`config.mk`:
```
export PLATFORM = sky130hd
export DESIGN_NAME = barrel_issue_sched
export DESIGN_NICKNAME = d
export VERILOG_FILES = /design/src/rtl/bsched_pkg.sv /design/src/rtl/bsched_ctx_budget.sv /design/src/rtl/bsched_rr_pick.sv /design/src/rtl/barrel_issue_sched.sv
export SDC_FILE = /design/constraint.sdc
export NUM_CORES = 1
export LEC_CHECK = 0
export ABC_AREA = 1
export BUFFER_PORTS_ARGS = -buffer_cell sky130_fd_sc_hd__buf_2
export CORE_MARGIN = 4
export CORE_UTILIZATION = 55
export CTS_CLUSTER_SIZE = 20
export DETAILED_ROUTE_END_ITERATION = 10
export PLACE_DENSITY = 0.82
export SKIP_CTS_REPAIR_TIMING = 1
export SYNTH_ARGS = -nofsm -noshare
export SYNTH_HDL_FRONTEND = slang
export SYNTH_SLANG_ARGS = --single-unit
```
`constraint.sdc`:
```
create_clock -name clk -period 8.3 [get_ports clk]
set_input_delay 1.245 -clock clk [delete_from_list [all_inputs] [get_ports clk]]
set_output_delay 1.245 -clock clk [all_outputs]
set_load 0.02 [all_outputs]
```
`src/rtl/bsched_pkg.sv`:
```
package bsched_pkg;

    localparam int MAX_CTX = 128;

    // slot that follows cur in a ring of n entries
    function automatic int ring_next(input int cur, input int n);
        return (cur >= n - 1) ? 0 : cur + 1;
    endfunction

endpackage

```
`src/rtl/bsched_ctx_budget.sv`:
```
module bsched_ctx_budget #(
    parameter int NCTX = 8,
    parameter int LA_W = 3,
    parameter int IDW  = (NCTX > 1) ? $clog2(NCTX) : 1
) (
    input  logic            clk,
    input  logic            rst,
    input  logic            iss_en,
    input  logic [IDW-1:0]  iss_ctx,
    input  logic [LA_W-1:0] iss_look,
    input  logic            done_en,
    input  logic [IDW-1:0]  done_ctx,
    input  logic            gnt_en,
    input  logic [IDW-1:0]  gnt_ctx,
    output logic [NCTX-1:0] held
);

    typedef struct packed {
        logic            busy;
        logic [LA_W-1:0] left;
    } slot_t;

    for (genvar g = 0; g < NCTX; g++) begin : g_slot
        localparam logic [IDW-1:0] MY_ID = IDW'(g);
        slot_t s_d;
        slot_t s_q;

        always_comb begin
            s_d = s_q;
            if (iss_en && iss_ctx == MY_ID) begin
                s_d.busy = 1'b1;
                s_d.left = iss_look;
            end else if (done_en && done_ctx == MY_ID) begin
                s_d.busy = 1'b0;
                s_d.left = '0;
            end else if (gnt_en && gnt_ctx == MY_ID && s_q.busy && s_q.left != '0) begin
                s_d.left = s_q.left - 1'b1;
            end
        end

        always_ff @(posedge clk) begin
            if (rst) s_q <= '0;
            else     s_q <= s_d;
        end

        assign held[g] = s_q.busy && (s_q.left == '0);
    end

endmodule

```
`src/rtl/bsched_rr_pick.sv`:
```
module bsched_rr_pick #(
    parameter int NCTX = 8,
    parameter int IDW  = (NCTX > 1) ? $clog2(NCTX) : 1
) (
    input  logic [NCTX-1:0] open_mask,
    input  logic [IDW-1:0]  start,
    output logic            hit,
    output logic [IDW-1:0]  pick
);

    always_comb begin
        hit  = 1'b0;
        pick = '0;
        for (int k = 0; k < NCTX; k++) begin
            int pos;
            pos = int'(start) + k;
            if (pos >= NCTX) pos = pos - NCTX;
            if (!hit && open_mask[pos]) begin
                hit  = 1'b1;
                pick = IDW'(pos);
            end
        end
    end

endmodule

```
`src/rtl/barrel_issue_sched.sv`:
```
module barrel_issue_sched #(
    parameter int NCTX = 8,
    parameter int LA_W = 3,
    parameter int IDW  = (NCTX > 1) ? $clog2(NCTX) : 1
) (
    input  logic            clk,
    input  logic            rst,
    input  logic [NCTX-1:0] ctx_valid,
    input  logic [NCTX-1:0] ctx_ready,
    input  logic            mem_iss_en,
    input  logic [IDW-1:0]  mem_iss_ctx,
    input  logic [LA_W-1:0] mem_iss_look,
    input  logic            mem_done_en,
    input  logic [IDW-1:0]  mem_done_ctx,
    output logic            grant_valid,
    output logic [IDW-1:0]  grant_ctx
);

    typedef struct packed {
        logic [IDW-1:0] ptr;
        logic           gv;
        logic [IDW-1:0] gid;
    } sel_t;

    sel_t            st_d;
    sel_t            st_q;
    logic [NCTX-1:0] ctx_held;
    logic [NCTX-1:0] ctx_open;
    logic            pick_hit;
    logic [IDW-1:0]  pick_ctx;
    logic [IDW-1:0]  rr_ptr;

    assign ctx_open = ctx_valid & ctx_ready & ~ctx_held;
    assign rr_ptr   = st_q.ptr;

    bsched_ctx_budget #(.NCTX(NCTX), .LA_W(LA_W), .IDW(IDW)) budget_i (
        .clk      (clk),
        .rst      (rst),
        .iss_en   (mem_iss_en),
        .iss_ctx  (mem_iss_ctx),
        .iss_look (mem_iss_look),
        .done_en  (mem_done_en),
        .done_ctx (mem_done_ctx),
        .gnt_en   (pick_hit),
        .gnt_ctx  (pick_ctx),
        .held     (ctx_held)
    );

    bsched_rr_pick #(.NCTX(NCTX), .IDW(IDW)) pick_i (
        .open_mask (ctx_open),
        .start     (st_q.ptr),
        .hit       (pick_hit),
        .pick      (pick_ctx)
    );

    always_comb begin
        st_d    = st_q;
        st_d.gv = pick_hit;
        if (pick_hit) begin
            st_d.gid = pick_ctx;
            st_d.ptr = IDW'(bsched_pkg::ring_next(int'(pick_ctx), NCTX));
        end
    end

    always_ff @(posedge clk) begin
        if (rst) st_q <= '0;
        else     st_q <= st_d;
    end

    assign grant_valid = st_q.gv;
    assign grant_ctx   = st_q.gid;

endmodule

```
==> results.cfg <==
[grt]
grt_max_degree = 32
grt_util_all_layers_pct = 22.31
grt_pass1_vias = 3053
grt_overflow = 0
grt_pass1_wl_um = 13450
antenna_found_initial = 0

[hold_path]
min_from = grant_ctx[0]$_SDFFE_PP0N_
hp-class = reg -> reg
min_to = grant_ctx[0]$_SDFFE_PP0N_
hold_path_depth = 2

[sta]
maxClockFrequency_mhz = 258.6
hold_viol = 0
grt_setup_unrepaired = false
timing.hold.ws_ps = 481.7
finalCritPeriodShare_pct = 46.58
slew_viol_final = 0
fin_crit_ps = 3867
setup-violations-final = 0
setup_tns_ps = 0
clock_skew_ps = 9.432
relSlewSlack_pct = 56.92
worst-slew-pin-transition_ps = 646.2

[pwr]
peakVddDrop_v = 0.0001472
power_leakage_nw = 1.735
power_w = 0.001131
power_density_mw_per_mm2 = 314.6

[synthesis]
synth_cell_types = 39
ys_seq_area_share_pct = 23.87
synth_cells = 500
avgSynthCellArea_um2 = 6.541
syn-cell-area_mm2 = 0.003271
ys_ff_latch = 39
synthesis.nets = 553
synth_warnings = 0

[clock_network]
clock_latency_ps = 290
cts_made_buffers = 5
clk_path_buf_depth = 2
clockRootBuffer = clkbuf_8
htreeDepth = 2
cts_tree = done
clkSlewWorstSetupHoldPaths_ps = 80
cts.sinks = 39

[die]
start_util_pct = 57.97
dieArea_mm2 = 0.007245
dieWidth_um = 85.12
fp.dieH_um = 85.12
coreArea_mm2 = 0.005642
io_pins = 33
rows = 27

[setup_path]
critPathKind = reg -> reg
path_cells = inv_2 -> ha_1 -> inv_1 -> nand3_1 -> nand3_1 -> nand2_2 -> nor2_4 -> nand4_4 -> nor2_4 -> nand2_2 -> nand3_1 -> nand2_1 -> inv_1 -> ha_1 -> ha_1 -> nand3_1 -> o21ai_4 -> o221ai_2 -> nand2_1 -> nor2_1
r2r_slack_ps = 4430
r2r_cells = 20
start_kind = register
r2r-start = rr_ptr[0]$_SDFFE_PP0N_
cp-startpoint = rr_ptr[0]$_SDFFE_PP0N_
arrival_ps = 4060
critPathBufInv = 3
max_stage_delay_ps = 640
critical_path_required_ps = 8500
critPathTopFamily = simple AND/OR/NAND/NOR gates
r2r-end = budget_i.g_slot[3].s_q[0]$_SDFFE_PP0P_
end_kind = register
path_common_cell = nand3_1
cp_max_fo = 12
crit_path_top_delay_cell = dfxtp_1

[job]
maxCapViolCount = 0

[placement]
dp_hpwl_um = 6142
gp_congestion = 0.9100
portBuffers = 32

[finish]
num_antenna_cells = 0
syn2layout_area_growth_pct = 9.908
drive_above_1_share_pct = 15.20
final_nets = 586

[detailed_routing]
ant_nets = 0
routed_wl_um = 7991
num_vias = 3293
drt-initial-drc-count = 322
wl_per_cell_um = 13.21
drc = 0
viasPerCell = 5.443
firstDrtPassIters = 5

[outcome]
status = finished, final reports clean
## metal layers
metal  vias to the layer above  wire length [um]  GRT usage [%]
met2                       110              3708          36.72
met4                         0               100          7.194
li1                       1691                 -              -
met1                      1480              3702          30.15
met5                         -                 0              0
met3                        12               479          2.816
## logic make-up after synthesis
| logic type | count (synthesis) | share of synthesized area, % |
|---|---|---|
| and+or+nand+nor | 255 | 38.14 |
| buffers and inverters | 95 | 11.51 |
| AOI/OAI and AO/OA | 77 | 14.61 |
| adders and majority gates | 24 | 9.181 |
| DFF | 39 | 23.87 |
| xor gates and xnor gates | 10 | 2.678 |
## where the power goes
| part | leakage, nW | switching [W] | internal (W) |
|---|---|---|---|
| Combinational | 1.37 | 0.000497 | 0.000241 |
| Clock | 0.0502 | 0.0000676 | 0.0000879 |
| Sequential | 0.319 | 0.0000269 | 0.000210 |
| Total | 1.73 | 0.000592 | 0.000539 |
## tightest hold or removal path: stages, from the launching register on
cell	delay (ps)
dfxtp_1	320
nand2_1	60
a21oi_1	50
## through the flow
step                util, %  cells  worst slack, ps  instance area, um2
floorplan                 -    500             4887                3271
global placement      61.83    598             4498                3488
detailed placement    61.83    598             4369                3488
CTS                   63.72    605             4512                3595
global route          63.72    605             4142                3595
finish                63.72    605             4434                3595
## final cells by class
class / count / area [um2]
Tap cell: 72 / 90.09
Fill cell: 529 / 2047
Multi-Input combinational cell: 366 / 2113
Sequential cell: 39 / 780.7
Timing Repair Buffer: 32 / 160.2
Inverter: 89 / 344.1
Clock inverter: 2 / 37.54
Clock buffer: 5 / 68.82
## synth_stat cells (all sizes together)
| cell | count | area share (%) |
|---|---|---|
| or2 | 1 | 0.27 |
| o21ai | 9 | 1.8 |
| dfxtp | 39 | 24 |
| clkbuf | 1 | 0.11 |
| xor2 | 1 | 0.27 |
| o22ai | 21 | 4.0 |
| a31oi | 1 | 0.19 |
| inv | 89 | 11 |
| a22oi | 1 | 0.23 |
| a211oi | 1 | 0.23 |
| nor2 | 50 | 6.2 |
| xnor2 | 9 | 2.4 |
| ha | 24 | 9.2 |
| buf | 5 | 0.88 |
| nand4 | 6 | 2.0 |
| o21bai | 1 | 0.23 |
| a21oi | 41 | 7.2 |
| o211ai | 1 | 0.23 |
| nor3 | 3 | 0.80 |
| nand2 | 114 | 16 |
| o221ai | 1 | 0.46 |
| nand3 | 81 | 13 |
## cell usage in the layout, fill, tap and decap left out, types with 2 or more instances in the layout
| cell type | synthesis | final |
|---|---|---|
| xnor2_1 | 9 | 9 |
| o21ai_0 | 7 | 7 |
| nand3_1 | 79 | 79 |
| ha_1 | 24 | 24 |
| nand4_2 | 2 | 2 |
| nand2_2 | 7 | 7 |
| inv_2 | 3 | 3 |
| a21oi_2 | 8 | 8 |
| nand2_4 | 8 | 8 |
| clkbuf_8 | 0 | 5 |
| buf_2 | 2 | 32 |
| a21oi_1 | 33 | 33 |
| nand4_1 | 3 | 3 |
| dfxtp_1 | 39 | 39 |
| inv_4 | 2 | 2 |
| o22ai_1 | 21 | 21 |
| inv_1 | 83 | 83 |
| nor2_4 | 2 | 2 |
| nor3_1 | 2 | 2 |
| nor2_1 | 48 | 48 |
| nand2_1 | 98 | 98 |
## registers in the layout (all words and copies together) (netlist names)
name	cells
budget_i.g_slot.s_q	32
grant_ctx	3
grant_valid	1
rr_ptr	3
## worst max path at each step
stage | endpoint | slack [ps] | depth (start not counted)
6_report | budget_i.g_slot[3].s_q[0]$_SDFFE_PP0P_ | 4430 | 20
3_3_place_gp | budget_i.g_slot[3].s_q[0]$_SDFFE_PP0P_ | 4500 | 21
2_1_floorplan | budget_i.g_slot[3].s_q[0]$_SDFFE_PP0P_ | 4890 | 20
3_5_place_dp | budget_i.g_slot[3].s_q[0]$_SDFFE_PP0P_ | 4370 | 21
4_1_cts | budget_i.g_slot[3].s_q[0]$_SDFFE_PP0P_ | 4510 | 20
5_1_grt | budget_i.g_slot[1].s_q[2]$_SDFFE_PP0P_ | 4140 | 20
Power figures use the tool's default switching activity.
